[config.mk]
export PLATFORM = sky130hd
export DESIGN_NAME = dp_memop_seq
export DESIGN_NICKNAME = d
export VERILOG_FILES = /design/src/rtl/dp_memop_pkg.sv /design/src/rtl/dp_memop_decode.sv /design/src/rtl/dp_memop_alu.sv /design/src/rtl/dp_memop_seq.sv
export SDC_FILE = /design/constraint.sdc
export NUM_CORES = 1
export LEC_CHECK = 0
export BUFFER_PORTS_ARGS = -buffer_cell sky130_fd_sc_hd__buf_2
export CAP_MARGIN = 25
export CORE_MARGIN = 1.5
export CORE_UTILIZATION = 45
export DETAILED_ROUTE_END_ITERATION = 8
export PLACE_DENSITY = 0.77
export SYNTH_ARGS = -nofsm -noshare
export SYNTH_HDL_FRONTEND = slang
export SYNTH_SLANG_ARGS = --single-unit
[constraint.sdc]
create_clock -name clk -period 8.7 [get_ports clk]
set_clock_uncertainty 0.15 [all_clocks]
set_input_delay 0.435 -clock clk [delete_from_list [all_inputs] [get_ports clk]]
set_output_delay 0.435 -clock clk [all_outputs]
set_load 0.05 [all_outputs]
[src/rtl/dp_memop_pkg.sv]
package dp_memop_pkg;

    typedef enum logic [2:0] {
        ST_IDLE,
        ST_FETCH_A,
        ST_READ_SRC,
        ST_FETCH_B,
        ST_READ_DST,
        ST_FINAL
    } seq_state_t;

    typedef enum logic [2:0] {
        K_NONE,
        K_MM_ALU,
        K_MM_CMP,
        K_MM_MOV,
        K_IM_ALU,
        K_IM_CMP,
        K_IM_MOV
    } op_kind_t;

    // values follow opcode bits [7:5]; the decoder relies on this order
    typedef enum logic [2:0] {
        F_OR   = 3'd0,
        F_AND  = 3'd1,
        F_EOR  = 3'd2,
        F_CMP  = 3'd3,
        F_ADC  = 3'd4,
        F_SBC  = 3'd5,
        F_PASS = 3'd6
    } alu_fn_t;

endpackage

[src/rtl/dp_memop_decode.sv]
module dp_memop_decode
    import dp_memop_pkg::*;
#(
    parameter int OPC_W = 8
) (
    input  logic [OPC_W-1:0] opcode,
    output op_kind_t         kind,
    output alu_fn_t          fn
);

    localparam logic [3:0] LOW_MEM = 4'h9;
    localparam logic [3:0] LOW_IMM = 4'h8;
    localparam logic [OPC_W-1:0] OPC_MOV_IMM = OPC_W'(8'h8F);
    localparam logic [OPC_W-1:0] OPC_MOV_MEM = OPC_W'(8'hFA);

    logic [2:0] grp;
    logic       grp_ok;

    always_comb begin
        grp    = opcode[OPC_W-1 -: 3];
        grp_ok = (grp <= 3'd5);
        kind   = K_NONE;
        fn     = F_PASS;
        if (opcode == OPC_MOV_IMM) begin
            kind = K_IM_MOV;
        end else if (opcode == OPC_MOV_MEM) begin
            kind = K_MM_MOV;
        end else if (grp_ok && opcode[3:0] == LOW_MEM && !opcode[4]) begin
            fn   = alu_fn_t'(grp);
            kind = (grp == 3'd3) ? K_MM_CMP : K_MM_ALU;
        end else if (grp_ok && opcode[3:0] == LOW_IMM && opcode[4]) begin
            fn   = alu_fn_t'(grp);
            kind = (grp == 3'd3) ? K_IM_CMP : K_IM_ALU;
        end
    end

endmodule

[src/rtl/dp_memop_alu.sv]
module dp_memop_alu
    import dp_memop_pkg::*;
#(
    parameter int DW = 8
) (
    input  alu_fn_t       fn,
    input  logic [DW-1:0] lhs,
    input  logic [DW-1:0] rhs,
    input  logic          cin,
    output logic [DW-1:0] res,
    output logic          n,
    output logic          v,
    output logic          h,
    output logic          z,
    output logic          c,
    output logic          upd_c,
    output logic          upd_vh
);

    localparam int HW = DW / 2;

    logic [DW-1:0] addend;
    logic [DW:0]   sum;
    logic [DW:0]   diff;
    logic [HW:0]   half;

    always_comb begin
        addend = (fn == F_SBC) ? ~rhs : rhs;
        sum    = {1'b0, lhs} + {1'b0, addend} + {{DW{1'b0}}, cin};
        half   = {1'b0, lhs[HW-1:0]} + {1'b0, addend[HW-1:0]} + {{HW{1'b0}}, cin};
        diff   = {1'b0, lhs} - {1'b0, rhs};
        res    = rhs;
        c      = 1'b0;
        v      = 1'b0;
        h      = 1'b0;
        upd_c  = 1'b0;
        upd_vh = 1'b0;
        unique case (fn)
            F_OR:  res = lhs | rhs;
            F_AND: res = lhs & rhs;
            F_EOR: res = lhs ^ rhs;
            F_CMP: begin
                res   = diff[DW-1:0];
                c     = ~diff[DW];
                upd_c = 1'b1;
            end
            F_ADC, F_SBC: begin
                res    = sum[DW-1:0];
                c      = sum[DW];
                h      = half[HW];
                v      = ~(lhs[DW-1] ^ addend[DW-1]) & (lhs[DW-1] ^ sum[DW-1]);
                upd_c  = 1'b1;
                upd_vh = 1'b1;
            end
            default: res = rhs;
        endcase
        n = res[DW-1];
        z = (res == '0);
    end

endmodule

[src/rtl/dp_memop_seq.sv]
module dp_memop_seq
    import dp_memop_pkg::*;
#(
    parameter int DW = 8,
    parameter logic [2*DW-1:0] RESET_PC = 'h0200,
    localparam int AW = 2 * DW
) (
    input  logic          clk,
    input  logic          rst_n,
    input  logic          start,
    input  logic [7:0]    opcode,
    input  logic          dp_sel,
    output logic [AW-1:0] bus_addr,
    output logic          bus_rd,
    output logic          bus_wr,
    output logic [DW-1:0] bus_wdata,
    input  logic [DW-1:0] bus_rdata,
    output logic [AW-1:0] pc,
    output logic          busy,
    output logic          done,
    output logic          flag_n,
    output logic          flag_v,
    output logic          flag_h,
    output logic          flag_z,
    output logic          flag_c
);

    localparam int PAD_W = AW - DW - 1;

    seq_state_t state_q, state_d;
    op_kind_t   kind_q, dec_kind;
    alu_fn_t    fn_q, dec_fn;
    logic       dec_valid;

    logic [DW-1:0] opnd_q;
    logic [DW-1:0] dst_off_q;
    logic [DW-1:0] res_q;
    logic [AW-1:0] pc_q;
    logic          done_q;
    logic          n_q, v_q, h_q, z_q, c_q;

    logic          is_mem_form, is_cmp, is_mov;
    logic [DW-1:0] alu_res;
    logic          alu_n, alu_v, alu_h, alu_z, alu_c, alu_upd_c, alu_upd_vh;

    dp_memop_decode #(.OPC_W(8)) u_dec (
        .opcode (opcode),
        .kind   (dec_kind),
        .fn     (dec_fn)
    );

    assign dec_valid = (dec_kind != K_NONE);

    dp_memop_alu #(.DW(DW)) u_alu (
        .fn     (fn_q),
        .lhs    (bus_rdata),
        .rhs    (opnd_q),
        .cin    (c_q),
        .res    (alu_res),
        .n      (alu_n),
        .v      (alu_v),
        .h      (alu_h),
        .z      (alu_z),
        .c      (alu_c),
        .upd_c  (alu_upd_c),
        .upd_vh (alu_upd_vh)
    );

    always_comb begin
        is_mem_form = (kind_q == K_MM_ALU) || (kind_q == K_MM_CMP) || (kind_q == K_MM_MOV);
        is_cmp      = (kind_q == K_MM_CMP) || (kind_q == K_IM_CMP);
        is_mov      = (kind_q == K_MM_MOV) || (kind_q == K_IM_MOV);
    end

    // state register
    always_ff @(posedge clk) begin
        if (!rst_n) state_q <= ST_IDLE;
        else        state_q <= state_d;
    end

    // next-state logic
    always_comb begin
        state_d = state_q;
        unique case (state_q)
            ST_IDLE:     if (start && dec_valid) state_d = ST_FETCH_A;
            ST_FETCH_A:  state_d = is_mem_form ? ST_READ_SRC : ST_FETCH_B;
            ST_READ_SRC: state_d = ST_FETCH_B;
            ST_FETCH_B:  state_d = (kind_q == K_MM_MOV) ? ST_FINAL : ST_READ_DST;
            ST_READ_DST: state_d = ST_FINAL;
            ST_FINAL:    state_d = ST_IDLE;
            default:     state_d = ST_IDLE;
        endcase
    end

    // bus outputs
    always_comb begin
        bus_addr  = pc_q;
        bus_rd    = 1'b0;
        bus_wr    = 1'b0;
        bus_wdata = res_q;
        unique case (state_q)
            ST_IDLE: ;
            ST_FETCH_A, ST_FETCH_B: begin
                bus_addr = pc_q;
                bus_rd   = 1'b1;
            end
            ST_READ_SRC: begin
                bus_addr = {{PAD_W{1'b0}}, dp_sel, opnd_q};
                bus_rd   = 1'b1;
            end
            ST_READ_DST: begin
                bus_addr = {{PAD_W{1'b0}}, dp_sel, dst_off_q};
                bus_rd   = 1'b1;
            end
            ST_FINAL: begin
                bus_addr = {{PAD_W{1'b0}}, dp_sel, dst_off_q};
                bus_rd   = is_cmp;
                bus_wr   = !is_cmp;
            end
            default: ;
        endcase
    end

    // datapath registers
    always_ff @(posedge clk) begin
        if (!rst_n) begin
            kind_q    <= K_NONE;
            fn_q      <= F_PASS;
            opnd_q    <= '0;
            dst_off_q <= '0;
            res_q     <= '0;
            pc_q      <= RESET_PC;
            done_q    <= 1'b0;
            n_q       <= 1'b0;
            v_q       <= 1'b0;
            h_q       <= 1'b0;
            z_q       <= 1'b0;
            c_q       <= 1'b0;
        end else begin
            done_q <= 1'b0;
            unique case (state_q)
                ST_IDLE: begin
                    if (start && dec_valid) begin
                        kind_q <= dec_kind;
                        fn_q   <= dec_fn;
                    end
                end
                ST_FETCH_A: begin
                    opnd_q <= bus_rdata;
                    pc_q   <= pc_q + 1'b1;
                end
                ST_READ_SRC: opnd_q <= bus_rdata;
                ST_FETCH_B: begin
                    dst_off_q <= bus_rdata;
                    pc_q      <= pc_q + 1'b1;
                    if (kind_q == K_MM_MOV) res_q <= opnd_q;
                end
                ST_READ_DST: begin
                    if (is_mov) begin
                        res_q <= opnd_q;
                    end else begin
                        res_q <= alu_res;
                        n_q   <= alu_n;
                        z_q   <= alu_z;
                        if (alu_upd_c) c_q <= alu_c;
                        if (alu_upd_vh) begin
                            v_q <= alu_v;
                            h_q <= alu_h;
                        end
                    end
                end
                ST_FINAL: done_q <= 1'b1;
                default: ;
            endcase
        end
    end

    assign pc     = pc_q;
    assign busy   = (state_q != ST_IDLE);
    assign done   = done_q;
    assign flag_n = n_q;
    assign flag_v = v_q;
    assign flag_h = h_q;
    assign flag_z = z_q;
    assign flag_c = c_q;

endmodule

# --- Yosys cells after proc, flatten, opt, wreduce, memory -nomap -nowiden ---
# Index checks and enable logic that the tools add are counted.
classes:
  n_reduce_logical: 28
  n_eq_ne: 22
  n_mux: 28
  n_lt_le_gt_ge: 1
  n_bitwise: 10
  add_sub_neg: 6
ops:
  columns: ["operator", "count"]
  rows:
  - ["$pmux W8 S5", 1]
  - ["$pmux W16 S2", 1]
  - ["$mux W3", 9]
  - ["$mux W8", 3]
  - ["$eq A3 B2 Y1 const B", 7]
  - ["$eq A3 B3 Y1 const B", 6]
  - ["$add A16 B1 Y16 const B", 1]
  - ["$eq A8 B8 Y1 const B", 2]
  - ["$pmux W8 S2", 1]
  - ["$pmux W3 S5", 1]
  - ["$add A8 B8 Y9", 1]
  - ["$add A9 B1 Y9", 1]
  - ["$eq A3 B1 Y1 const B", 3]
  - ["$mux W1", 9]
  - ["$sub A8 B8 Y9", 1]
  - ["$and A8 B8 Y8", 1]
  - ["$eq A4 B4 Y1 const B", 2]
  - ["$logic_not A8 Y1", 1]
  - ["$not A8 Y8", 1]
  - ["$or A8 B8 Y8", 1]
  - ["$reduce_or A2 Y1", 4]
  - ["$xor A8 B8 Y8", 1]
  - ["$logic_not A3 Y1", 2]
  - ["$reduce_and A2 Y1", 3]
  - ["other kinds (17)", 32]
word_totals:
  out_inout_bits: 49
  wordCells: 108
  register_bits: 55
  input_bits: 20

# --- Logic depth before layout (Yosys ltp) ---
# Gate-level depths: netlist (run 1).
logic_depth:
  depth_word: 11
  mapped_depth: 13
  depth_no_buf: 12

# --- Modules after synthesis ---
# Synthesis (run 1) repeated with hierarchy kept, for this count alone.
hier_totals:
  cells_unflattened: 548
  hier_area_um2: 4377.9
by_module_without_submodules:
  columns: ["mod", "area_per_inst_um2", "cells_each", "instances", "seq_area_each_um2"]
  rows:
  - ["dp_memop_seq", 2651.3, 303, 1, 1101.1]
  - ["dp_memop_alu", 1557.7, 220, 1, 0.0]
  - ["dp_memop_decode", 168.9, 25, 1, 0.0]

# --- Worst setup path after synthesis (run 1) ---
# Ideal clock, no wire load.
synth_timing:
  kind: "flip-flop to flip-flop"
  from: "reg fn_q[2]"
  to: "reg res_q[4], in the netlist bus_wdata[4]"
  t_required_ps: 8491
  setup_slack_ps: 5196
  stages_incl_launch_ff: 14
  arrival_ps: 3295
  period_less_slack_ps: 3504
  n_path_buf: 1
  setup_ps: 59
  cell_sequence: "dfxtp_1 buf_2 clkinv_1 nor2_1 nand2_1 xnor2_1 fa_1 fa_1 nand2b_1 a21oi_1 xnor2_1 mux4_2 o21ai_0 o211a_1"
synth_between:
  elab_chain_len: 7
  word_cells_on_any_way: 13
  cone_classes: "add/sub: 2; eq/ne: 5; mux: 4; reduce/logical: 2"
synth_rtl:
  columns: ["item", "line_no", "text"]
  rows:
  - ["start: declaration", "dp_memop_seq.sv:32", "alu_fn_t fn_q, dec_fn;"]
  - ["start signal: assignment", "dp_memop_seq.sv:145", "fn_q <= dec_fn;"]
  - ["$eq A3 B3 Y1", "dp_memop_alu.sv:28, dp_memop_alu.sv:38", null]
  - ["$mux W8", "dp_memop_alu.sv:28", "addend = (fn == F_SBC) ? ~rhs : rhs;"]
  - ["$add A8 B8 Y9", "dp_memop_alu.sv:29", "sum = {1'b0, lhs} + {1'b0, addend} + {{DW{1'b0}}, cin};"]
  - ["$add A9 B1 Y9", "dp_memop_alu.sv:29", null]
  - ["$pmux W8 S5 *", "dp_memop_alu.sv:38", "unique case (fn)"]
  - ["$mux W8 *", "dp_memop_seq.sv:159", "if (is_mov) begin"]
  - ["$pmux W8 S2 *", "dp_memop_seq.sv:141", "unique case (state_q)"]
  - ["end signal: assignment", "dp_memop_seq.sv:156", "if (kind_q == K_MM_MOV) res_q <= opnd_q;"]
  - ["end signal: assignment", "dp_memop_seq.sv:160", "res_q <= opnd_q;"]
  - ["end signal: assignment", "dp_memop_seq.sv:162", "res_q <= alu_res;"]
  - ["end: declaration", "dp_memop_seq.sv:37", "logic [DW-1:0] res_q;"]
# Mark *: on every way between the ends. The rest lies on a longest branch, timed or not.
# A chain may end at the register's enable or synchronous reset.

# --- Worst setup path in the final report (run 1) ---
layout_timing:
  from: "reg fn_q[2]"
  to: "reg z_q, in the netlist flag_z"
layout_between:
  elab_chain_len: 6
  word_cells_on_any_way: 12
  cone_classes: "add/sub: 2; eq/ne: 5; mux: 2; reduce/logical: 3"
layout_rtl:
  columns: ["item", "line_no", "text"]
  rows:
  - ["$eq A3 B3 Y1", "dp_memop_alu.sv:28, dp_memop_alu.sv:38", null]
  - ["$mux W8", "dp_memop_alu.sv:28", null]
  - ["$add A8 B8 Y9", "dp_memop_alu.sv:29", null]
  - ["$add A9 B1 Y9", "dp_memop_alu.sv:29", null]
  - ["$pmux W8 S5 *", "dp_memop_alu.sv:38", null]
  - ["$logic_not A8 Y1 *", "dp_memop_alu.sv:58", "z = (res == '0);"]
  - ["end signal: assignment", "dp_memop_seq.sv:164", "z_q <= alu_z;"]
  - ["end: declaration", "dp_memop_seq.sv:40", "logic n_q, v_q, h_q, z_q, c_q;"]
# Marks and branches as above.

==> impl_metrics.toml, run 1 <==
[run_status]
status = "finished, final reports clean"

[logic_synthesis]
synth_top_cells_by_area = "dfxtp_1, ha_1, xnor2_1"
yosysUniqueCellTypes = 67
syn_nets = 572
synth_edf_count = 0
synthDominantCellAreaShare_pct = 25.8
synth-seq-cells = 55
async_reset_ff_share_pct = 0
synth_seq_area_share_pct = 25.8
synth.avg_cell_area_um2 = 8.25
synthFlopType = "dfxtp_1"
syn_inst = 517
syn_area_mm2 = 0.00426
ys_warn_count = 0
yosys.area.top_type = "dfxtp_1"

[floorplan]
initial_core_util_pct = 46.4
core_area_mm2 = 0.00920
die_h_um = 100
rows = 35
die_area_mm2 = 0.0101
dieWidth_um = 100
ios = 69

[cts]
cts-buffers-inserted = 5
cts_tree = "built"
postCtsSetupBuffers = 0
insertion_delay_ns = 0.31
cts-root-buf = "clkbuf_8"
cts_sinks = 55
max-clock-path-buffers = 2
hold_buffers = 0
cts_resized = 0
clk_pin_slew_ns = 0.11
htree_levels = 2

[pwr]
p_sw_share_pct = 38.3
power.leakage_nw = 2.03
p_clk_share_pct = 24.4
p_switching_mw = 0.277
vdd_drop_max_mv = 0.140
seq_power_share_pct = 39.7
combPwrFrac_pct = 35.9
power_density_mw_per_mm2 = 152
p_int_mw = 0.445

[sta]
relSlewSlack_pct = 36.2
clock.fmax_mhz = 219
worst_pin_slew_ns = 0.956
period_needed_ns = 4.56
fin_ws_ns = 4.14
rsz0062_at_grt = "false"
finalHoldViolCount = 0
slew_violations = 0
finalCritPeriodShare_pct = 52.4
finalSetupTns_ns = 0
finalSetupViolCount = 0

[global_routing]
grt_pass1_wl_mm = 17.9
grt-ovfl-total = 0
grt_pass1_vias = 3733
grt_usage_pct = 22.0
antenna_found_initial = 0
grt_max_degree = 58

[cells_and_area]
fin_nets = 623
fillerInstances = 874
multiInputGateArea_mm2 = 0.00294
area_delta_synth_final_pct = 11.4
regArea_mm2 = 0.00110
fin_util_pct = 51.6
drive_gt1_share_pct = 16.7
final-instance-count-excl-fill = 680
antenna_cells = 0

[detailed_routing]
vias_per_cell = 5.79
wl_mm = 10.8
drtIter0Drc = 201
wl_per_cell_um = 15.9
drc_errors = 0
drtAntennaViolNets = 0
vias = 3937
first_pass_iters = 4

[placed_design]
dp.cells = 672
gp_congestion = 0.896
place_ws_ns = 4.28
io_buffers = 68
dp_hpwl_mm = 8.17

[setup_path]
end_kind = "flop"
worstSetupPathType = "reg2reg"
critPathArrivalTime_ns = 4.65
path_max_fanout = 19
r2r.worst_path.cells = 12
required_ns = 8.79
start_kind = "flop"

[min_path]
hold_class = "in2reg"
hold_depth = 3

[run]
maxCapViolations = 0
-- state kept, by name (all words and copies together), names as in the netlist --
register,flops
kind_q,3
flag_h,1
flag_v,1
flag_z,1
dst_off_q,8
state_q,3
flag_n,1
opnd_q,8
done,1
fn_q,3
bus_wdata,8
pc,16
flag_c,1
-- layout make-up --
| class | instances | share of cell area [%] |
|---|---|---|
| clock buffer | 5 | 1.45 |
| inverter | 30 | 2.37 |
| timing repair buffer | 69 | 7.32 |
| clock inverter | 3 | 0.922 |
| multi-input combinational | 407 | 61.8 |
| tap | 111 | 2.92 |
| sequential | 55 | 23.2 |
-- power groups by stage --
stage	clock network (mW)	logic, mW	registers (mW)
floorplan	0	0.197	0.288
global placement	0	0.248	0.292
detailed placement	0	0.257	0.292
CTS	0.178	0.258	0.286
global route	0.188	0.284	0.289
finish	0.176	0.259	0.286
-- cell usage in the layout, fill, tap and decap left out, types with 21 or more instances in the layout --
cell type	count
nand2_1	42
inv_1	29
nor2_1	25
o21ai_0	29
ha_1	32
dfxtp_1	55
and2_1	28
nand3_1	25
a21oi_1	25
buf_2	68
xnor2_1	21
-- logic make-up (layout without fill, tap and decap cells) --
kind of cell             after synthesis  count (layout)  share of synthesized area [%]
flip-flops                            55              55                           25.8
AND/OR/NAND/NOR                      185             185                           23.6
adder cells (fa/ha/maj)               35              35                           10.8
AO/OA/AOI/OAI                        138             138                           22.9
multiplexers                          21              21                           5.87
buffers and inverters                 55             107                           5.31
XOR/XNOR                              28              28                           5.75
-- cells in the mapped netlist, drive strengths merged (4+ instances only) --
cell type   n
nor2       25
nor2b      18
mux2i      16
nand2b     14
buf        11
and2       28
inv        29
nand3      25
nor3        6
xor2        7
xnor2      21
clkbuf     14
a211oi     13
a21oi      26
or3         4
dfxtp      55
o21ai      30
o21a        5
nor4        4
o211a       7
a21boi     14
ha         32
nand2      42
o211ai     11
-- through the flow --
step | hold slack, ns | area [um^2] | power (mW)
after global routing | 0.279 | 4750 | 0.761
after global placement | 0.302 | 4640 | 0.540
after detailed placement | 0.314 | 4640 | 0.549
final | 0.264 | 4750 | 0.722
after CTS | 0.253 | 4750 | 0.723
after floorplan | 0.293 | 4260 | 0.486
-- worst max-delay path, cell delays in order (launching register included) --
cell,delay (ns)
dfxtp_1,0.75
clkinv_1,0.47
nor2_1,0.33
nand2_1,0.34
xnor2_1,0.27
fa_1,0.43
fa_1,0.40
nand2b_1,0.20
a211oi_1,0.45
o211ai_1,0.13
o311ai_0,0.20
o211ai_1,0.19
o31ai_2,0.19
-- worst paths after layout --
check                                               start                        end  slack (ns)
worst max register to register       fn_q[2]$_SDFFE_PN1P_        flag_z$_SDFFE_PN0P_        4.14
worst min register to register  dst_off_q[2]$_SDFFE_PN0P_  dst_off_q[2]$_SDFFE_PN0P_        0.33
worst min-delay path                            opcode[5]       fn_q[0]$_SDFFE_PN0P_        0.26
worst max-delay path                 fn_q[2]$_SDFFE_PN1P_        flag_z$_SDFFE_PN0P_        4.14
-- metal layers --
metal,up-vias,wire length [um],global-route usage (%)
li1,1940,-,-
met1,1865,4940,29.5
met2,114,5180,37.7
met3,18,450,2.65
met4,0,219,5.42
met5,-,0,0
No activity file was read; power rests on OpenSTA's default activity.
==> inputs of run 2 (changes only) <==
ABC_AREA = 1   (was not set)
clock period = 4.35 ns   (was 8.7 ns; I/O delays follow)
==> impl_metrics.toml, run 2 <==
[run_status]
status = "finished, final reports clean"

[cells_and_area]
area_delta_synth_final_pct = 12.7
fin_nets = 733
largest_reg_flops = 16
final_common_cell = "nand2_1"
drive_gt1_share_pct = 13.7
final_cell_mix = "nand2_1, inv_1, buf_2"
fillerInstances = 876
antenna_cells = 0
final_area_mm2 = 0.00453

[logic_synthesis]
synth_seq_area_share_pct = 27.4
synthFlopType = "dfxtp_1"
synth_top_cells_by_area = "dfxtp_1, nand2_1, ha_1"
async_reset_ff_share_pct = 0
yosysUniqueCellTypes = 35
synth_edf_count = 0
syn_inst = 617
yosys.cell_count.top_type = "nand2_1"
ys_warn_count = 0
syn_area_mm2 = 0.00402
synthDominantCellAreaShare_pct = 27.4
yosys.area.top_type = "dfxtp_1"
synth_commonest_cells = "nand2_1, inv_1, nor2_1"
synth-seq-cells = 55
syn_nets = 672
synth.avg_cell_area_um2 = 6.51

[placed_design]
io_buffers = 68
gp_congestion = 0.996
place_area_mm2 = 0.00443
dp_hpwl_mm = 8.61

[pwr]
power_density_mw_per_mm2 = 436
power.leakage_nw = 2.20
vdd_drop_max_mv = 0.222

[setup_path]
cp_num_buf_inv = 3
rrSetupSlack_ns = 1.07
worstSetupPathType = "reg2reg"
end_kind = "flop"
r2r.worst_path.cells = 18
required_ns = 4.45
start_kind = "flop"
critPathArrivalTime_ns = 3.38
crit_top_cell = "nor2_1"
cp_slowest_cell = "dfxtp_1"
endpoint = "flag_z$_SDFFE_PN0P_"
r2r-start = "fn_q[2]$_SDFFE_PN1P_"
path_max_fanout = 11
crit_path_start = "fn_q[2]$_SDFFE_PN1P_"
critical_path_cell_count = 18
crit_chain = "inv_2, nor2_1, buf_4, nand2_2, xor2_1, fa_1, fa_1, inv_1, nand2_1, nand3_1, nand3_1, nor2_1, nand2_1, nor2_1, nand2_1, nor2_1, nand3_1, a21oi_1"
timing.rr.end = "flag_z$_SDFFE_PN0P_"
max_stage_delay_ns = 0.46
critPathTopFamily = "simple AND/OR/NAND/NOR gates"

[floorplan]
core_area_mm2 = 0.00868
die_area_mm2 = 0.00951
die_h_um = 97.5
dieWidth_um = 97.5
initial_core_util_pct = 46.3
ios = 69
rows = 34

[cts]
postCtsSetupBuffers = 0
cts-root-buf = "clkbuf_8"
hold_buffers = 0
max-clock-path-buffers = 2
cts_tree = "built"
cts_sinks = 55
clk_pin_slew_ns = 0.12
cts-buffers-inserted = 5
cts_resized = 0
insertion_delay_ns = 0.33
htree_levels = 2

[global_routing]
grt-ovfl-total = 0
grt_pass1_vias = 4096
grt_usage_pct = 23.6
antenna_found_initial = 0
grt_pass1_wl_mm = 18.6
grt_max_degree = 39

[min_path]
hold_class = "in2reg"
hold_depth = 3

[detailed_routing]
met1_length_mm = 4.89
vias = 4265
drc_errors = 0
vias_per_cell = 5.42
top_layer = "met4"
wl_mm = 11.1
first_pass_iters = 5
drtAntennaViolNets = 0
wl_per_cell_um = 14.1
wl_met2_mm = 5.42
drtIter0Drc = 264
routed-wl-met3_um = 599

[sta]
finalSetupTns_ns = 0
finalSetupViolCount = 0
finalCritPeriodShare_pct = 75.3
finalHoldViolCount = 0
holdWs_ns = 0.0989
period_needed_ns = 3.28
relSlewSlack_pct = 44.4
rsz0062_at_grt = "false"
clock.fmax_mhz = 305
worst_pin_slew_ns = 0.831
slew_violations = 0

[run]
maxCapViolations = 0
## run 2: cell types whose count changed after synthesis, sizes merged, moves of 21 or more
cell	before	now
nand3	25	55
nand2	42	123
inv	29	91
nor2	25	69
a21oi	26	56
and2	28	0
xnor2	21	0
## run 2: worst min-delay path by stage
stage | endpoint | slack, ns | from
after floorplan | dst_off_q[4]$_SDFFE_PN0P_ | 0.24 | bus_rdata[4]
after global placement | bus_wdata[5]$_SDFFE_PN0P_ | 0.31 | bus_wdata[5]$_SDFFE_PN0P_
after detailed placement | bus_wdata[5]$_SDFFE_PN0P_ | 0.31 | bus_wdata[5]$_SDFFE_PN0P_
after CTS | fn_q[2]$_SDFFE_PN1P_ | 0.09 | start
after global routing | dst_off_q[4]$_SDFFE_PN0P_ | 0.1 | bus_rdata[4]
final | fn_q[2]$_SDFFE_PN1P_ | 0.1 | start
## run 2: layout make-up
cell class	instances	area (um^2)	share of cell area, %
clock buffer	5	68.8	1.52
multi-input combinational	453	2490	55.0
timing repair buffer	70	355	7.84
inverter	93	349	7.71
sequential	55	1100	24.3
clock inverter	3	27.5	0.608
tap	108	135	2.98
## run 2: tightest hold or removal path, stage by stage
cell	delay (ns)
buf_2	0.15
nand4_1	0.09
nand3_1	0.07
## run 2: logic make-up after synthesis
group	after synthesis	share of synthesized area, %
flops	55	27.4
compound gates	117	15.8
simple gates	293	33.1
buf+inv	109	10.6
fa+ha+maj	35	11.5
xor+xnor	8	1.74
## run 2: metal layers
metal / vias up / GRT usage [%]
met1: 1936 / 29.7
met5: - / 0
met2: 146 / 41.7
met4: 0 / 7.69
met3: 17 / 3.02
li1: 2166 / -
## run 2: through the flow
| stage | total power [mW] | setup WS [ns] | cells | util (%) |
|---|---|---|---|---|
| 6_report | 1.97 | 1.07 | 787 | 52.2 |
| 3_5_place_dp | 1.65 | 1.12 | 778 | 51.0 |
| 3_3_place_gp | 1.62 | 1.25 | 778 | 51.0 |
| 2_1_floorplan | 1.40 | 1.45 | 617 | - |
| 4_1_cts | 1.96 | 1.10 | 786 | 52.1 |
| 5_1_grt | 2.14 | 0.733 | 787 | 52.2 |
## run 2: power by group
group | leakage [nW] | internal (mW) | switching [mW]
Combinational | 1.71 | 0.313 | 0.723
Sequential | 0.444 | 0.560 | 0.0664
Clock | 0.0467 | 0.120 | 0.192
